File: src/rtl/hacc_pkg.sv
// Package: shared field widths and the captured configuration record.
// Assumes all users take field widths from here so banks stay consistent.
package hacc_pkg;
    localparam int RATIO_W   = 6;
    localparam int LEN_W     = 6;
    localparam int GAIN_W    = 3;
    localparam int MAX_SHIFT = 6;

    typedef struct packed {
        logic [RATIO_W-1:0] ratio;
        logic [LEN_W-1:0]   len;
        logic [GAIN_W-1:0]  gain;
    } hacc_cfg_t;
endpackage

File: src/rtl/hacc_cfg_latch.sv
// Configuration capture: picks one of two banks and freezes it at line start.
// Assumes line_start is a single-cycle pulse; a zero ratio is replaced by one
// and recorded in a flag that only reset clears.
module hacc_cfg_latch
    import hacc_pkg::*;
(
    input  logic      clk,
    input  logic      rst_n,
    input  logic      line_start,
    input  logic      bank_sel,
    input  hacc_cfg_t bank0,
    input  hacc_cfg_t bank1,
    output hacc_cfg_t act,
    output logic      zero_err
);
    hacc_cfg_t sel;
    hacc_cfg_t act_q;
    logic      err_q;

    // Bank multiplexer.
    always_comb sel = bank_sel ? bank1 : bank0;

    // Capture of the selected bank and the illegal-ratio flag.
    always_ff @(posedge clk) begin
        if (!rst_n) begin
            act_q <= '{ratio: RATIO_W'(1), len: '0, gain: '0};
            err_q <= 1'b0;
        end else if (line_start) begin
            act_q.ratio <= (sel.ratio == '0) ? RATIO_W'(1) : sel.ratio;
            act_q.len   <= sel.len;
            act_q.gain  <= sel.gain;
            if (sel.ratio == '0)
                err_q <= 1'b1;
        end
    end

    assign act      = act_q;
    assign zero_err = err_q;

    p_cfg_hold_r8: assert property (@(posedge clk) disable iff (!rst_n)
        !line_start |=> $stable(act_q));
    p_err_sticky_r6: assert property (@(posedge clk) disable iff (!rst_n)
        err_q |=> err_q);
    p_ratio_nonzero_r6: assert property (@(posedge clk) disable iff (!rst_n)
        line_start |=> (act_q.ratio != '0));
endmodule

File: src/rtl/hacc_decim.sv
// Decimation counter: flags every RATIO-th accepted sample of a line.
// Assumes ratio is nonzero and constant between clears.
module hacc_decim #(
    parameter int RATIO_W = 6
) (
    input  logic               clk,
    input  logic               rst_n,
    input  logic               clr,
    input  logic               step,
    input  logic [RATIO_W-1:0] ratio,
    output logic               wrap
);
    logic [RATIO_W-1:0] cnt_q;

    // Wrap marks the sample that completes the current period.
    always_comb wrap = step && (cnt_q == ratio - RATIO_W'(1));

    // Period counter, cleared at line start.
    always_ff @(posedge clk) begin
        if (!rst_n || clr)
            cnt_q <= '0;
        else if (step)
            cnt_q <= wrap ? '0 : cnt_q + RATIO_W'(1);
    end

    p_cnt_in_range_r2: assert property (@(posedge clk) disable iff (!rst_n)
        cnt_q < ratio);
endmodule

File: src/rtl/hacc_window.sv
// Sliding-window summer: keeps the last 2**LEN_W samples and a running sum of
// the newest len+1 of them. Assumes len is constant between clears, so the
// running sum always equals the sum of history taps 0..len.
module hacc_window #(
    parameter int PIX_W = 8,
    parameter int LEN_W = 6,
    parameter int SUM_W = 14
) (
    input  logic             clk,
    input  logic             rst_n,
    input  logic             clr,
    input  logic             step,
    input  logic [LEN_W-1:0] len,
    input  logic [PIX_W-1:0] pix,
    output logic [SUM_W-1:0] sum_next
);
    localparam int DEPTH = 1 << LEN_W;

    logic [DEPTH-1:0][PIX_W-1:0] hist_q;
    logic [SUM_W-1:0]            sum_q;
    logic [PIX_W-1:0]            drop;

    // Sample leaving the window when a new one enters.
    always_comb begin
        drop     = hist_q[len];
        sum_next = sum_q + SUM_W'(pix) - SUM_W'(drop);
    end

    // History delay line; newest sample at tap 0.
    always_ff @(posedge clk) begin
        if (!rst_n || clr)
            hist_q <= '0;
        else if (step)
            hist_q <= {hist_q[DEPTH-2:0], pix};
    end

    // Running window sum.
    always_ff @(posedge clk) begin
        if (!rst_n || clr)
            sum_q <= '0;
        else if (step)
            sum_q <= sum_next;
    end

    p_line_clears_r7: assert property (@(posedge clk) disable iff (!rst_n)
        clr |=> (sum_q == '0));
    p_idle_holds_r9: assert property (@(posedge clk) disable iff (!rst_n)
        (!step && !clr) |=> $stable(sum_q));
endmodule

File: src/rtl/hacc_renorm.sv
// Renormalizer and output register: shifts the window sum right by the gain
// code with round-half-up, clamps to the pixel range, and registers the result
// on decimation points. Assumes codes above MAX_SHIFT act as MAX_SHIFT.
module hacc_renorm #(
    parameter int PIX_W     = 8,
    parameter int SUM_W     = 14,
    parameter int GAIN_W    = 3,
    parameter int MAX_SHIFT = 6
) (
    input  logic              clk,
    input  logic              rst_n,
    input  logic              en,
    input  logic              wrap,
    input  logic [SUM_W-1:0]  sum,
    input  logic [GAIN_W-1:0] gain,
    output logic              out_valid,
    output logic [PIX_W-1:0]  out_data
);
    localparam int EXT_W = SUM_W + 1;
    localparam logic [EXT_W-1:0] PIX_MAX = EXT_W'((1 << PIX_W) - 1);

    logic [GAIN_W-1:0] g;
    logic [EXT_W-1:0]  rnd;
    logic [EXT_W-1:0]  shifted;
    logic [PIX_W-1:0]  clamped;

    // Shift, round and clamp.
    always_comb begin
        g       = (gain > GAIN_W'(MAX_SHIFT)) ? GAIN_W'(MAX_SHIFT) : gain;
        rnd     = (g == '0) ? '0 : (EXT_W'(1) << (g - GAIN_W'(1)));
        shifted = (EXT_W'(sum) + rnd) >> g;
        clamped = (shifted > PIX_MAX) ? PIX_MAX[PIX_W-1:0] : shifted[PIX_W-1:0];
    end

    // Output strobe and data register.
    always_ff @(posedge clk) begin
        if (!rst_n) begin
            out_valid <= 1'b0;
            out_data  <= '0;
        end else begin
            out_valid <= en && wrap;
            if (en && wrap)
                out_data <= clamped;
        end
    end

    p_out_needs_sample_r9: assert property (@(posedge clk) disable iff (!rst_n)
        out_valid |-> $past(en));
    p_data_hold_r2: assert property (@(posedge clk) disable iff (!rst_n)
        !(en && wrap) |=> $stable(out_data));
endmodule

File: src/rtl/hacc_prescaler.sv
// Top: horizontal accumulating integer prescaler. Joins configuration capture,
// decimation counter, sliding-window summer and renormalizer. Assumes the
// line_start pulse comes with no sample of its own (any sample in that cycle
// is dropped).
module hacc_prescaler
    import hacc_pkg::*;
#(
    parameter int PIX_W = 8
) (
    input  logic               clk,
    input  logic               rst_n,
    input  logic               line_start,
    input  logic               pix_valid,
    input  logic [PIX_W-1:0]   pix_data,
    input  logic               bank_sel,
    input  logic [RATIO_W-1:0] ratio_a,
    input  logic [LEN_W-1:0]   len_a,
    input  logic [GAIN_W-1:0]  gain_a,
    input  logic [RATIO_W-1:0] ratio_b,
    input  logic [LEN_W-1:0]   len_b,
    input  logic [GAIN_W-1:0]  gain_b,
    output logic               out_valid,
    output logic [PIX_W-1:0]   out_data,
    output logic               cfg_err
);
    localparam int LEN_MAX = 1 << LEN_W;
    localparam int SUM_W   = $clog2(LEN_MAX * ((1 << PIX_W) - 1) + 1);

    hacc_cfg_t        bank0, bank1, act;
    logic             step, wrap;
    logic [SUM_W-1:0] sum_next;

    // Pack bank fields and qualify the sample strobe.
    always_comb begin
        bank0 = '{ratio: ratio_a, len: len_a, gain: gain_a};
        bank1 = '{ratio: ratio_b, len: len_b, gain: gain_b};
        step  = pix_valid && !line_start;
    end

    hacc_cfg_latch u_cfg (
        .clk(clk), .rst_n(rst_n), .line_start(line_start), .bank_sel(bank_sel),
        .bank0(bank0), .bank1(bank1), .act(act), .zero_err(cfg_err)
    );

    hacc_decim #(.RATIO_W(RATIO_W)) u_decim (
        .clk(clk), .rst_n(rst_n), .clr(line_start), .step(step),
        .ratio(act.ratio), .wrap(wrap)
    );

    hacc_window #(.PIX_W(PIX_W), .LEN_W(LEN_W), .SUM_W(SUM_W)) u_win (
        .clk(clk), .rst_n(rst_n), .clr(line_start), .step(step),
        .len(act.len), .pix(pix_data), .sum_next(sum_next)
    );

    hacc_renorm #(.PIX_W(PIX_W), .SUM_W(SUM_W), .GAIN_W(GAIN_W),
                  .MAX_SHIFT(MAX_SHIFT)) u_norm (
        .clk(clk), .rst_n(rst_n), .en(step), .wrap(wrap), .sum(sum_next),
        .gain(act.gain), .out_valid(out_valid), .out_data(out_data)
    );

    p_ls_no_output_r7: assert property (@(posedge clk) disable iff (!rst_n)
        line_start |=> !out_valid);
endmodule

File: config.mk
export PLATFORM = sky130hd
export DESIGN_NAME = hacc_prescaler
export DESIGN_NICKNAME = d
export VERILOG_FILES = /design/src/rtl/hacc_pkg.sv /design/src/rtl/hacc_cfg_latch.sv /design/src/rtl/hacc_decim.sv /design/src/rtl/hacc_window.sv /design/src/rtl/hacc_renorm.sv /design/src/rtl/hacc_prescaler.sv
export SDC_FILE = /design/constraint.sdc
export NUM_CORES = 1
export LEC_CHECK = 0
export BUFFER_PORTS_ARGS = -buffer_cell sky130_fd_sc_hd__buf_2
export CAP_MARGIN = 10
export CORE_MARGIN = 3
export CORE_UTILIZATION = 37
export CTS_CLUSTER_DIAMETER = 150
export CTS_CLUSTER_SIZE = 24
export DETAILED_ROUTE_END_ITERATION = 6
export GPL_ROUTABILITY_DRIVEN = 1
export SKIP_LAST_GASP = 1
export SYNTH_ARGS = -nofsm -noshare
export SYNTH_HDL_FRONTEND = slang
export SYNTH_SLANG_ARGS = --single-unit
export TNS_END_PERCENT = 5
File: constraint.sdc
create_clock -name clk -period 7 [get_ports clk]
set_input_delay 1.75 -clock clk [delete_from_list [all_inputs] [get_ports clk]]
set_output_delay 1.75 -clock clk [all_outputs]
set_load 0.05 [all_outputs]
=== Yosys cells after proc, flatten, opt, wreduce, memory -nomap -nowiden ===
Index checks and enable logic that the tools add are counted.

* Add/sub/neg operators: 6
* Multiply operators: 0
* Divide/modulo/power cells: 0
* $lt $le $gt $ge: 3
* Eq/ne operators: 1
* Shift operators: 2
* Multiplexer cells: 8
* Bitwise gates (word level): 0
* Reductions and logical operators: 9

{| class="wikitable"
|+ Operators by type and width
! kind !! count
|-
| binary-select mux 8 bit (select 6 bit) || 1
|-
| 2-to-1 mux 15 bit || 2
|-
| 2-to-1 mux 8 bit || 2
|-
| adder 14 x 15 -> 15 bit || 1
|-
| > comparator 15 x 8 -> 1 bit, second input constant || 1
|-
| left shift 1 x 3 -> 15 bit, first input constant || 1
|-
| right shift 15 x 3 -> 15 bit || 1
|-
| adder 14 x 8 -> 14 bit || 1
|-
| subtractor 14 x 8 -> 14 bit || 1
|-
| 2-to-1 mux 6 bit || 2
|-
| < comparator 6 x 7 -> 1 bit, second input constant || 1
|-
| adder 6 x 1 -> 6 bit, second input constant || 1
|-
| == test 6 bit || 1
|-
| zero test 6 bit || 1
|-
| subtractor 6 x 1 -> 6 bit, second input constant || 1
|-
| > comparator 3 bit, second input constant || 1
|-
| logical AND 1 bit || 3
|-
| zero test 3 bit || 1
|-
| 2-to-1 mux 3 bit || 1
|-
| subtractor 3 x 1 -> 3 bit, second input constant || 1
|-
| zero test 1 bit || 2
|-
| AND reduction 2 bit || 1
|-
| logical OR 1 bit || 1
|}

* Register bits after elaboration: 557
* Latch bits: 0
* Bits in writable memories: 0
* Memory bits (read-only): 0
* Input bits: 43
* Output and inout bits: 10
* Memories kept: 0

=== Logic depth before layout (Yosys ltp) ===
* Depth after elaboration: 9
* Mapped depth: 23

=== Hierarchy ===
Synthesis repeated with hierarchy kept, for this count alone.

* Cells, all modules: 2,437
* Area, all modules: 26,009.9 sq um

{| class="wikitable"
|+ Modules (own cells, without submodules)
! module !! times used !! cells an instance !! area each (sq um) !! seq. area each (sq um)
|-
| hacc_window || 1 || 2,125 || 23,363.7 || 10,530.1
|-
| hacc_renorm || 1 || 183 || 1,395.1 || 180.2
|-
| hacc_cfg_latch || 1 || 78 || 777.0 || 320.3
|-
| hacc_decim || 1 || 50 || 460.4 || 120.1
|-
| hacc_prescaler || 1 || 1 || 13.8 || 0.0
|}

=== Worst setup path before layout ===
OpenSTA, ideal clock, no wires.

* Path type: reg2reg
* Start point: reg, netlist name u_cfg.act[3]
* End point: reg u_norm.out_data[6]
* Setup time: 0.138 ns
* Arrival time: 6.758 ns
* Setup slack: 0.104 ns
* Stages on the path, launching flop included: 24
* Period minus slack after synthesis: 6.896 ns
* Path through: dfxtp_1 -> buf_1 -> buf_1 -> mux4_2 -> mux4_2 -> mux4_2 -> ha_1 -> inv_1 -> ha_1 -> fa_1 -> a211oi_2 -> o21ai_0 -> xor2_1 -> ha_1 -> o21a_1 -> o21a_1 -> o32ai_1 -> nor3_1 -> nand2b_1 -> a21oi_1 -> o41ai_4 -> o21ai_2 -> a211oi_4 -> a211oi_2

* Longest elaborated chain between the ends: 7

{| class="wikitable"
|+ Ends and longest elaborated chain
! element !! line !! text
|-
| binary-select mux 8 bit (select 6 bit) (*) || hacc_window.sv:25 || <nowiki>drop = hist_q[len];</nowiki>
|-
| 2-to-1 mux 8 bit (not written as such) (*) || hacc_window.sv:25 ||
|-
| subtractor 14 x 8 -> 14 bit (*) || hacc_window.sv:26 || <nowiki>sum_next = sum_q + SUM_W'(pix) - SUM_W'(drop);</nowiki>
|-
| named net sum_next[6] || hacc_prescaler.sv:31 || <nowiki>logic [SUM_W-1:0] sum_next;</nowiki>
|-
| adder 14 x 15 -> 15 bit (*) || hacc_renorm.sv:31 || <nowiki>shifted = (EXT_W'(sum) + rnd) >> g;</nowiki>
|-
| right shift 15 x 3 -> 15 bit (*) || hacc_renorm.sv:31 ||
|-
| > comparator 15 x 8 -> 1 bit || hacc_renorm.sv:32 || <nowiki>clamped = (shifted > PIX_MAX) ? PIX_MAX[PIX_W-1:0] : shifted[PIX_W-1:0];</nowiki>
|-
| 2-to-1 mux 8 bit (*) || hacc_renorm.sv:32 ||
|-
| to (signal assigned) || hacc_renorm.sv:43 || <nowiki>out_data <= clamped;</nowiki>
|-
| to (decl) || hacc_renorm.sv:17 || <nowiki>output logic [PIX_W-1:0] out_data</nowiki>
|}

Mark *: on every way through the listed nets, which the timed path passes. The rest lies on a longest branch. The select of a mux whose other input is x is not followed.
A chain may end at the register's enable or synchronous reset.

=== Worst setup path after layout ===
* Start point: reg, netlist name u_cfg.act[3]
* End point: reg u_norm.out_data[6]

* Longest elaborated chain between the ends: 7

{| class="wikitable"
|+ Ends and longest elaborated chain
! element !! line
|-
| binary-select mux 8 bit (select 6 bit) (*) || hacc_window.sv:25
|-
| 2-to-1 mux 8 bit (not written as such) (*) || hacc_window.sv:25
|-
| subtractor 14 x 8 -> 14 bit (*) || hacc_window.sv:26
|-
| named net sum_next[5] || hacc_prescaler.sv:31
|-
| adder 14 x 15 -> 15 bit (*) || hacc_renorm.sv:31
|-
| right shift 15 x 3 -> 15 bit (*) || hacc_renorm.sv:31
|-
| > comparator 15 x 8 -> 1 bit || hacc_renorm.sv:32
|-
| 2-to-1 mux 8 bit (*) || hacc_renorm.sv:32
|}

Marks and branches as above.

==> impl_metrics.yaml <==
outcome:
  status: "complete, no violations"
cts:
  cts_num_sinks: 557
  h-tree-depth: 1
  clk_latency_ns: 0.59
  root_buffer: "clkbuf_16"
  path_clk_slew_ns: 0.10
  tritoncts: "built"
  clockBufferDepth: 3
  cts_buffers: 27
synthesis:
  synth_top_area_cell: "dfxtp_1"
  ys_seq_elements: 557
  synthDistinctLibCells: 65
  netlist_top_cells_area: "dfxtp_1 (44%), mux2i_1 (21%), mux4_2 (15%), nor2_1 (8.1%), clkbuf_1 (1.7%)"
  yosysTopAreaCellShare: 0.435
  synth_area_um2: 25600
  yosysSeqAreaShare: 0.435
  syn_area_per_cell_um2: 11.0
  synthesis.instances: 2334
  synth_edf_count: 0
  synthArstFlopShare: 0
  yosysWarnings: 0
  synthFlopType: "dfxtp_1"
sta:
  hold_ws_ns: 0.477
  setup_ws_ns: 0.305
  fin_skew_ns: 0.0230
  final-hold-violation-count: 0
  tns_ns: 0
  min_period_ns: 6.70
  slew-limit-headroom: 0.227
  tightest_slew_ns: 1.16
  fmax_mhz: 149
  fin_crit_sh: 0.956
  setup_viol: 0
  drv_slew: 0
route:
  vias_per_cell: 5.13
  wire_per_inst_um: 15.3
  ant_nets: 0
  drt_iter0_markers: 871
  wl_um: 49000
  dr.pass1.iters: 5
  route.detailed.drc: 0
  routed-via-count: 16400
die:
  initial_utilization: 0.377
  dieArea_um2: 72400
  coreArea_um2: 67900
  ios: 53
  die_w_um: 269
  rows: 95
  dieHeight_um: 269
placed_design:
  gp_congestion: 0.826
  dp_hpwl_um: 31500
  dp_slack_ns: 0.0553
  dpl_cell_area_um2: 26800
  io_buffers: 52
final_layout:
  multiInputGateArea_um2: 13700
  antenna_cells: 0
  finish.instance_area_um2: 27600
  seq_area_um2: 11200
  final_common_cell: "nor2_1"
  area_delta_synth_final_pct: 7.86
  nFillCells: 6376
  final_cell_mix: "nor2_1 (554), dfxtp_1 (553), mux2i_1 (546)"
  drive_above_1_share: 0.143
  design.final.nets: 2358
pwr:
  power_w: 0.00597
  peakVddDrop_mv: 0.124
  p_per_area_nw_per_um2: 216
  power_leakage_nw: 10.9
setup_path:
  crit_path_start: "u_cfg.act[3]"
  worstSetupPathType: "reg2reg"
  critPathMaxFanout: 12
  crit_arrival_ns: 7.17
  start_kind: "register"
  crit_path_max_incr_delay_ns: 0.54
  crit_slowest_cell: "mux4_2"
  end_kind: "register"
  reg2reg_from: "u_cfg.act[3]"
  cp_cell_sequence: "buf_4, buf_12, mux4_2, mux4_2, mux4_2, fa_1, inv_1, ha_1, o211ai_1, o21ai_0, xor2_1, ha_1, o21a_1, o21a_1, o32ai_2, nor2_2, nand4_1, and3_1, o41ai_4, buf_4, o21ai_2, a211oi_4, buf_4, a211oi_2"
  cp.required_ns: 7.48
global_routing:
  antenna_found_initial: 0
  grt_max_degree: 181
  grt_pass1_wl_um: 82900
  grt_pass1_vias: 16100
  grt.total_usage: 0.132
  overflow: 0
job:
  drv_cap: 0
worst_hold_path:
  hold_start: "u_cfg.zero_err"
  hold_class: "reg2reg"
[final cells by class]
class | count | share of cell area
clock buffer | 29 | 0.0247
clock inverter | 2 | 0.00104
inverter | 38 | 0.00516
multi-input combinational | 1564 | 0.496
sequential | 557 | 0.404
tap | 921 | 0.0417
timing repair buffer | 94 | 0.0277
[flip-flops by register name, indices dropped and copies added, names as in the netlist]
name	flops
u_norm.out_data	8
u_norm.out_valid	1
u_decim.cnt_q	6
u_cfg.act	15
u_win.sum_q	14
u_win.hist_q	512
u_cfg.zero_err	1
[cells by family after synthesis]
kind of cell / share of synthesized area
compound gates: 0.0397
xor+xnor: 0.0109
fa+ha+maj: 0.0188
buf+inv: 0.0315
flops: 0.435
mux: 0.363
other cells: 0.000146
simple gates: 0.100
[critical path: cells and delay by family (launching register included)]
family | cells | cell delay (ns)
AO/OA/AOI/OAI | 9 | 1.65
XOR/XNOR | 1 | 0.24
adder cells (fa/ha/maj) | 3 | 1.18
buffers and inverters | 5 | 0.76
flip-flops | 1 | 0.52
multiplexers | 3 | 1.57
AND/OR/NAND/NOR | 3 | 0.65
[synthesized netlist by cell type (all sizes together) (5+ instances only)]
library cell	instances
a211oi	16
a21o	8
a21oi	32
and2	6
buf	58
clkbuf	118
dfxtp	557
fa	9
ha	24
inv	38
mux2	5
mux2i	546
mux4	168
nand2	42
nand2b	5
nand3	6
nand4	7
nor2	555
nor3	9
o211a	14
o211ai	8
o21a	5
o21ai	21
xnor2	19
xor2	12
[where the power goes]
part	total, W	switching [W]	internal [W]
clock network	0.00170	0.000994	0.000705
logic	0.00106	0.000639	0.000421
registers	0.00321	0.0000276	0.00319
[stage by stage]
step	cells	utilization
floorplan	2335	-
global placement	3165	0.395
detailed placement	3165	0.395
CTS	3196	0.406
global route	3205	0.407
finish	3205	0.407
[final timing paths]
path	end	slack [ns]	cells after the start
worst max register to register	u_norm.out_data[6]	0.30	24
worst min-delay path	u_cfg.zero_err	0.48	1
worst min register to register	u_cfg.zero_err	0.48	1
worst max-delay path	u_norm.out_data[6]	0.30	24
[what timing repair did]
action	in CTS	in global routing
setup buffers	0	8
gates resized for setup	0	4
setup endpoints to repair	0	8
hold buffers	0	0
[per-layer routing]
| metal | wire length [um] | global-route usage | up-vias |
|---|---|---|---|
| met2 | 23000 | 0.221 | 162 |
| met4 | 497 | 0.0204 | 0 |
| met5 | 0 | 0 | - |
| met3 | 1310 | 0.0151 | 31 |
| met1 | 24200 | 0.188 | 8140 |
| li1 | - | - | 8109 |
No activity file was read; power rests on OpenSTA's default activity.
